$ cat src/rtl/sdm_pkg.sv
package sdm_pkg;
  // Accumulator width: input width plus headroom bits.
  function automatic int acc_bits(input int in_bits, input int guard);
    return in_bits + guard;
  endfunction
endpackage

$ cat src/rtl/sdm_integrator.sv
module sdm_integrator #(
  parameter int AW      = 20,
  parameter int DW      = 21,
  parameter bit DELAYED = 1'b1
) (
  input  logic                 clk,
  input  logic                 rst,
  input  logic                 en,
  input  logic signed [DW-1:0] din,
  output logic signed [AW-1:0] acc_o
);
  localparam int SW = ((AW > DW) ? AW : DW) + 1;
  localparam logic signed [AW-1:0] HI_A = {1'b0, {(AW-1){1'b1}}};
  localparam logic signed [AW-1:0] LO_A = {1'b1, {(AW-1){1'b0}}};
  localparam logic signed [SW-1:0] HI_S = {{(SW-AW){1'b0}}, HI_A};
  localparam logic signed [SW-1:0] LO_S = {{(SW-AW){1'b1}}, LO_A};

  logic signed [AW-1:0] acc_q;
  logic signed [SW-1:0] sum;
  logic signed [AW-1:0] nxt;

  assign sum = SW'(acc_q) + SW'(din);

  always_comb begin
    if (sum > HI_S)      nxt = HI_A;
    else if (sum < LO_S) nxt = LO_A;
    else                 nxt = sum[AW-1:0];
  end

  always_ff @(posedge clk) begin
    if (rst)     acc_q <= '0;
    else if (en) acc_q <= nxt;
  end

  generate
    if (DELAYED) begin : g_reg_out
      assign acc_o = acc_q;
    end else begin : g_pass_out
      assign acc_o = nxt;
    end
  endgenerate

  // clamping, never wrapping
  p_no_wrap_up_r3: assert property (@(posedge clk) disable iff (rst)
    (en && acc_q > 0 && din >= 0) |=> (acc_q >= $past(acc_q)));
  p_no_wrap_dn_r3: assert property (@(posedge clk) disable iff (rst)
    (en && acc_q < 0 && din <= 0) |=> (acc_q <= $past(acc_q)));
  // cleared by reset
  p_clear_r1: assert property (@(posedge clk) rst |=> (acc_q == '0));
endmodule

$ cat src/rtl/sdm_quantizer.sv
module sdm_quantizer #(
  parameter int W  = 16,
  parameter int AW = 20,
  parameter int FW = 21
) (
  input  logic signed [AW-1:0] level,
  output logic                 bit_o,
  output logic signed [FW-1:0] fb
);
  localparam logic signed [FW-1:0] FS_F = FW'({1'b0, {(W-1){1'b1}}});

  assign bit_o = ~level[AW-1];
  assign fb    = bit_o ? FS_F : -FS_F;

  // the decision follows the sign of the integrator it reads
  always_comb begin
    if (level >= 0) a_decide_pos_r4: assert (bit_o == 1'b1 || $isunknown(level));
  end
endmodule

$ cat src/rtl/sigma_delta_mod2.sv
module sigma_delta_mod2 #(
  parameter int W     = 16,
  parameter int GUARD = 4,
  parameter int ORDER = 2
) (
  input  logic                clk,
  input  logic                rst,
  input  logic                in_valid,
  output logic                in_ready,
  input  logic signed [W-1:0] in_data,
  output logic                out_valid,
  input  logic                out_ready,
  output logic                out_bit
);
  localparam int AW = sdm_pkg::acc_bits(W, GUARD);
  localparam int DW = AW + 1;

  logic                 accept;
  logic                 qbit;
  logic signed [DW-1:0] fb;
  logic signed [DW-1:0] x_ext;
  logic signed [AW-1:0] q_level;

  assign in_ready = !out_valid || out_ready;
  assign accept   = in_valid && in_ready;
  assign x_ext    = DW'(in_data);

  generate
    if (ORDER == 2) begin : g_second
      logic signed [AW-1:0] w1;
      logic signed [DW-1:0] d1, d2;
      assign d1 = x_ext - fb;
      sdm_integrator #(.AW(AW), .DW(DW), .DELAYED(1'b0)) u_int1 (
        .clk(clk), .rst(rst), .en(accept), .din(d1), .acc_o(w1));
      assign d2 = DW'(w1) - fb;
      sdm_integrator #(.AW(AW), .DW(DW), .DELAYED(1'b1)) u_int2 (
        .clk(clk), .rst(rst), .en(accept), .din(d2), .acc_o(q_level));
    end else begin : g_first
      logic signed [DW-1:0] d1;
      assign d1 = x_ext - fb;
      sdm_integrator #(.AW(AW), .DW(DW), .DELAYED(1'b1)) u_int1 (
        .clk(clk), .rst(rst), .en(accept), .din(d1), .acc_o(q_level));
    end
  endgenerate

  sdm_quantizer #(.W(W), .AW(AW), .FW(DW)) u_quant (
    .level(q_level), .bit_o(qbit), .fb(fb));

  always_ff @(posedge clk) begin
    if (rst) begin
      out_valid <= 1'b0;
      out_bit   <= 1'b0;
    end else if (accept) begin
      out_valid <= 1'b1;
      out_bit   <= qbit;
    end else if (out_ready) begin
      out_valid <= 1'b0;
    end
  end

  // back-pressure closes the input and freezes the output
  p_stall_closes_r2: assert property (@(posedge clk) disable iff (rst)
    (out_valid && !out_ready) |-> !in_ready);
  p_stall_holds_r2: assert property (@(posedge clk) disable iff (rst)
    (out_valid && !out_ready) |=> (out_valid && $stable(out_bit)));
  // reset empties the output register
  p_reset_empty_r1: assert property (@(posedge clk) rst |=> !out_valid);
endmodule

$ cat config.mk
export PLATFORM = sky130hd
export DESIGN_NAME = sigma_delta_mod2
export DESIGN_NICKNAME = d
export VERILOG_FILES = /design/src/rtl/sdm_pkg.sv /design/src/rtl/sdm_integrator.sv /design/src/rtl/sdm_quantizer.sv /design/src/rtl/sigma_delta_mod2.sv
export SDC_FILE = /design/constraint.sdc
export NUM_CORES = 1
export LEC_CHECK = 0
export BUFFER_PORTS_ARGS = -buffer_cell sky130_fd_sc_hd__buf_2
export CAP_MARGIN = 0
export CORE_MARGIN = 8
export CORE_UTILIZATION = 50
export CTS_CLUSTER_SIZE = 10
export DETAILED_ROUTE_END_ITERATION = 7
export MAX_ROUTING_LAYER = met4
export PLACE_DENSITY_LB_ADDON = 0.2
export SYNTH_ARGS = -nofsm -noshare
export SYNTH_HDL_FRONTEND = slang
export SYNTH_SLANG_ARGS = --single-unit
$ cat constraint.sdc
create_clock -name clk -period 9 [get_ports clk]
set_input_delay 1.8 -clock clk [delete_from_list [all_inputs] [get_ports clk]]
set_output_delay 1.8 -clock clk [all_outputs]
set_load 0.05 [all_outputs]
==> impl_metrics.toml, run 1 <==
[run_status]
outcome = "complete, but fails checks"
violations = "setup timing"

[detailed_routing]
wire_per_inst_um = 17.3
num_vias = 6693
routed_wl_um = 19600
drt_iter0_drc = 440
ant_nets = 0
viasPerCell = 5.90
drc = 0
first_pass_iters = 5

[grt]
grt_use_total_pct = 26.0
grt_pass1_vias = 6673
grt_max_degree = 43
grt_overflow = 0
grt_pass1_wl_um = 31200
antenna_found_initial = 0

[logic_synthesis]
synth_fp_nets = 856
yosys.area.top_type = "ha_1"
synthCells = 754
async_flop_share_pct = 0
synth_edf_count = 0
synth-seq-area-share_pct = 14.7
synth_cell_types = 63
synth_flop_cell = "dfxtp_1"
yosys_register_bits = 42
syn_area_um2 = 5720
synth_top_area_share_pct = 17.1
syn-mean-instance-area_um2 = 7.59
synthTopCellsByArea = "ha_1 (17%), dfxtp_1 (15%), xnor2_1 (6.6%)"
ys_warn_count = 0

[worst_setup_path]
critPathSlowestCell = "o311a_1"
reg2reg_to = "g_second.u_int2.acc_o[18]"
cp_max_fo = 8
setup.worst_path.end_class = "register"
cp_common_cell = "a21o_1"
cp-endpoint = "g_second.u_int2.acc_o[18]"
required_ns = 9.13
cp_data_arrival_time_ns = 9.73
start_kind = "input pin"
worstSetupPathType = "in2reg"
reg2regPathDepth = 44
crit_start = "in_data[1]"
crit_path_max_incr_delay_ns = 0.37
worstReg2RegStart = "g_second.u_int2.acc_o[19]"
rrSetupSlack_ns = 0.08

[floorplanning]
rows = 39
fp.dieH_um = 123
die_w_um = 123
pin_count = 23
dieArea_um2 = 15100
initial_core_util_pct = 50.7
core_area_um2 = 11300

[sta]
min_period_ns = 9.60
hold_viol_final = 0
final_min_period_over_clock_period_pct = 107
fin_ws_ns = -0.603
clock.fmax_mhz = 104
skew_ns = 0.00659
slew_headroom_pct = 19.1
worstMarginPinSlew_ns = 1.21
grt_setup_unrepaired = "true"
setup_viol = 20
slew_viol_final = 0

[hold_path]
hold_path.class = "reg2reg"

[placed_design]
dpl_cell_area_um2 = 7440
hpwl_um = 13100
io_buffer_count = 22
gp_congestion = 0.966

[cts]
cts_htree_levels = 2
insertion_delay_ns = 0.29
clock-sinks = 42
clk_pin_slew_ns = 0.07
cts_buffers = 5
ctsHoldBuffers = 0
clockRootBuffer = "clkbuf_16"
cts_tree = "done"
cts_buffer_depth = 2

[layout]
multi_input_area_um2 = 5280
final_common_cell = "buf_4"
nets = 1092
layout_common_cells = "buf_4 (212), nand2_1 (70), ha_1 (69)"
fin_area_um2 = 8580
drive_above_1_share_pct = 41.1
ff_latch_area_um2 = 841
fillers = 804
antennaDiodeCount = 0
syn_to_final_growth_pct = 50.1

[flow_run]
maxCapViolations = 0
-- state kept, by name, summed over array words and instances (netlist names) --
signal / count
g_second.u_int2.acc_o: 20
out_bit: 1
g_second.u_int1.acc_q: 20
out_valid: 1
-- area by class of cell --
| type | count | share of cell area [%] |
|---|---|---|
| clock inverter | 3 | 0.510 |
| sequential | 42 | 9.80 |
| inverter | 32 | 1.43 |
| tap | 143 | 2.08 |
| multi-input combinational | 657 | 61.5 |
| timing repair buffer | 252 | 23.2 |
| clock buffer | 5 | 1.46 |
-- worst min path at each step --
stage | slack (ns) | cells after the start | endpoint | from
3_5_place_dp | 0.45 | 2 | g_second.u_int1.acc_q[12] | g_second.u_int1.acc_q[12]
4_1_cts | 0.46 | 2 | g_second.u_int1.acc_q[12] | g_second.u_int1.acc_q[12]
5_1_grt | 0.48 | 2 | g_second.u_int1.acc_q[12] | g_second.u_int1.acc_q[12]
2_1_floorplan | 0.44 | 2 | g_second.u_int1.acc_q[12] | g_second.u_int1.acc_q[12]
6_report | 0.46 | 2 | g_second.u_int1.acc_q[12] | g_second.u_int1.acc_q[12]
3_3_place_gp | 0.45 | 2 | g_second.u_int1.acc_q[13] | g_second.u_int1.acc_q[13]
-- per-layer routing --
metal,up-vias,global-route usage (%),part of all wire [%]
li1,3216,-,-
met1,3234,28.2,40
met2,192,47.3,52
met3,51,2.37,3.7
met4,0,11.3,3.8
met5,-,-,0
-- synthesized netlist by cell type, drive strengths merged, types with 12 or more instances --
cell type  number
a21o           45
xor2           12
inv            32
a21oi          82
o21ai          37
nor3           15
dfxtp          42
xnor2          43
nor2           71
nand2          88
ha             78
nand2b         12
clkbuf         15
a211oi         29
nand3          15
-- kinds of logic (layout without fill, tap and decap cells) --
family | Yosys count | in the layout | share of synthesized area, %
DFF | 42 | 42 | 14.7
xor gates and xnor gates | 55 | 55 | 8.42
buffers and inverters | 55 | 292 | 4.42
muxes | 3 | 3 | 0.569
and+or+nand+nor | 251 | 251 | 20.5
adders and majority gates | 82 | 82 | 18.5
AOI/OAI and AO/OA | 266 | 266 | 32.9
-- critical path: cells and delay by family --
kind,cells,cell delay [ns]
adder cells (fa/ha/maj),4,1.13
XOR/XNOR,2,0.52
buffers and inverters,5,0.78
AO/OA/AOI/OAI,23,4.02
AND/OR/NAND/NOR,8,1.47
-- repair_timing --
| action | 4_1_cts | 5_1_grt |
|---|---|---|
| endpoints found under the setup margin | 20 | 20 |
| pin swaps | 65 | 30 |
| gates resized for setup | 80 | 40 |
| cloned | 4 | 0 |
| buffers inserted | 36 | 9 |
-- metrics by stage --
step                      setup TNS [ns]  worst slack, ns  util, %  hold WS, ns  cells
final                             -11.31           -0.603     76.1        0.462   1134
after global routing              -18.17           -0.963     76.1        0.482   1134
after CTS                          -5.47           -0.301     74.1        0.464   1126
after detailed placement          -19.14            -1.02     66.0        0.454   1078
after global placement            -13.76           -0.726     66.0        0.448   1078
after floorplan                   -0.982          -0.0991        -        0.440    754
Power of run 1 is not shown: default switching activity piles up to over one toggle a cycle in this logic, so the estimate is an artifact.
==> run 2, diff against run 1 <==
==> constraint.sdc (replaced) <==
create_clock -name clk -period 9 [get_ports clk]
set_input_delay 0.9 -clock clk [delete_from_list [all_inputs] [get_ports clk]]
set_output_delay 0.9 -clock clk [all_outputs]
set_load 0.05 [all_outputs]
==> impl_metrics.toml, run 2 (same netlist as run 1, synthesis figures left out) <==
[cts]
cts_tree = "done"
cts_buffers = 5
cts_buffer_depth = 2
insertion_delay_ns = 0.29
cts_htree_levels = 2
ctsHoldBuffers = 0
clockRootBuffer = "clkbuf_16"
clock-sinks = 42
clk_pin_slew_ns = 0.06

[worst_setup_path]
reg2reg_to = "g_second.u_int2.acc_o[3]"
crit_path_max_incr_delay_ns = 0.35
setup.worst_path.end_class = "register"
cp_max_fo = 7
rrSetupSlack_ns = 0.49
worstSetupPathType = "in2reg"
worstReg2RegStart = "g_second.u_int2.acc_o[19]"
reg2regPathDepth = 45
cp_data_arrival_time_ns = 8.93
cp_common_cell = "buf_4"
start_kind = "input pin"
critPathSlowestCell = "o41a_1"
required_ns = 9.19

[layout]
final_common_cell = "buf_4"
antennaDiodeCount = 0
nets = 1019
syn_to_final_growth_pct = 33.4
layout_common_cells = "buf_4 (154), nand2_1 (77), ha_1 (75)"
drive_above_1_share_pct = 32.1

[hold_path]
hold_path.class = "reg2reg"
min_path_cells = 2
hp-start = "g_second.u_int2.acc_o[0]"
min_to = "g_second.u_int2.acc_o[0]"

[sta]
skew_ns = 0.00761
slew_viol_final = 0
clock.fmax_mhz = 114
slew_headroom_pct = 34.7
min_period_ns = 8.74
hold_viol_final = 0
worstMarginPinSlew_ns = 0.980
final_min_period_over_clock_period_pct = 97.1
fin_ws_ns = 0.263
setup_viol = 0

[grt]
grt_max_degree = 43
antenna_found_initial = 0
grt_overflow = 0
grt_pass1_wl_um = 26600
grt_pass1_vias = 5920
grt_use_total_pct = 22.1

[placed_design]
preCtsSetupSlack_ns = -0.761
gp_congestion = 0.967
io_buffer_count = 22
hpwl_um = 12500

[detailed_routing]
ant_nets = 0
drc = 0
num_vias = 6050
drt_iter0_drc = 254
routed_wl_um = 16900
wire_per_inst_um = 15.9
viasPerCell = 5.71
first_pass_iters = 5

[floorplanning]
die_w_um = 123
core_area_um2 = 11300
fp.dieH_um = 123
pin_count = 23
initial_core_util_pct = 50.7
dieArea_um2 = 15100
rows = 39

[flow_run]
maxCapViolations = 0

[run_status]
outcome = "finished, final reports clean"
run 2: cell types whose count changed in the layout (fill, tap and decap cells not counted), sizes merged:
cell | previous run | this run
buf | 252 | 178
clkbuf | 5 | 8
bufinv | 1 | 0
inv | 33 | 32
clkinv | 1 | 0
run 2: area by class of cell:
class                      instances  area, um^2
clock buffer                       7         133
fill                             912        3640
inverter                          32         120
multi-input combinational        657        5010
sequential                        42         842
tap                              143         179
timing repair buffer             179        1340
run 2: what timing repair did:
action,in CTS,in global routing
pin swaps,3,69
setup endpoints to repair,19,20
gates cloned,0,1
resized for setup,12,83
setup buffers,1,22
run 2: worst max path at each step:
stage / startpoint / end / slack [ns] / cells past startpoint
after global routing: in_data[0] / g_second.u_int2.acc_o[3] / -0.23 / 46
after CTS: in_data[1] / g_second.u_int2.acc_o[3] / 0.008 / 44
after floorplan: in_data[0] / g_second.u_int2.acc_o[3] / 0.14 / 45
after global placement: in_data[2] / g_second.u_int2.acc_o[14] / -0.42 / 41
after detailed placement: in_data[2] / g_second.u_int2.acc_o[9] / -0.76 / 41
final: in_data[2] / g_second.u_int2.acc_o[3] / 0.26 / 46
run 2: worst max-delay path: cells and delay by family:
kind | cells | cell delay (ns)
compound gates | 25 | 4.33
xor+xnor | 2 | 0.22
fa+ha+maj | 4 | 1.18
buf+inv | 9 | 1.43
simple gates | 6 | 0.85
run 2: per-stage QoR:
stage / std cells / setup TNS, ns / utilization, % / hold WS (ns) / cell area [um^2]
after floorplan: 754 / 0 / - / 0.440 / 5720
after global placement: 1029 / -6.99 / 61.1 / 0.450 / 6890
after detailed placement: 1029 / -13.02 / 61.1 / 0.456 / 6890
after CTS: 1037 / 0 / 62.9 / 0.465 / 7090
after global routing: 1060 / -3.78 / 67.7 / 0.493 / 7630
final: 1060 / 0 / 67.7 / 0.461 / 7630
run 2: layer usage:
layer	GRT usage [%]	routed length (um)	part of all wire [%]	vias up
met5	-	0	0	-
met4	7.92	475	2.8	0
met3	2.47	623	3.7	43
met2	39.4	8560	51	135
met1	25.0	7210	43	2798
li1	-	-	-	3074
Power of run 2 is left out for the same reason.
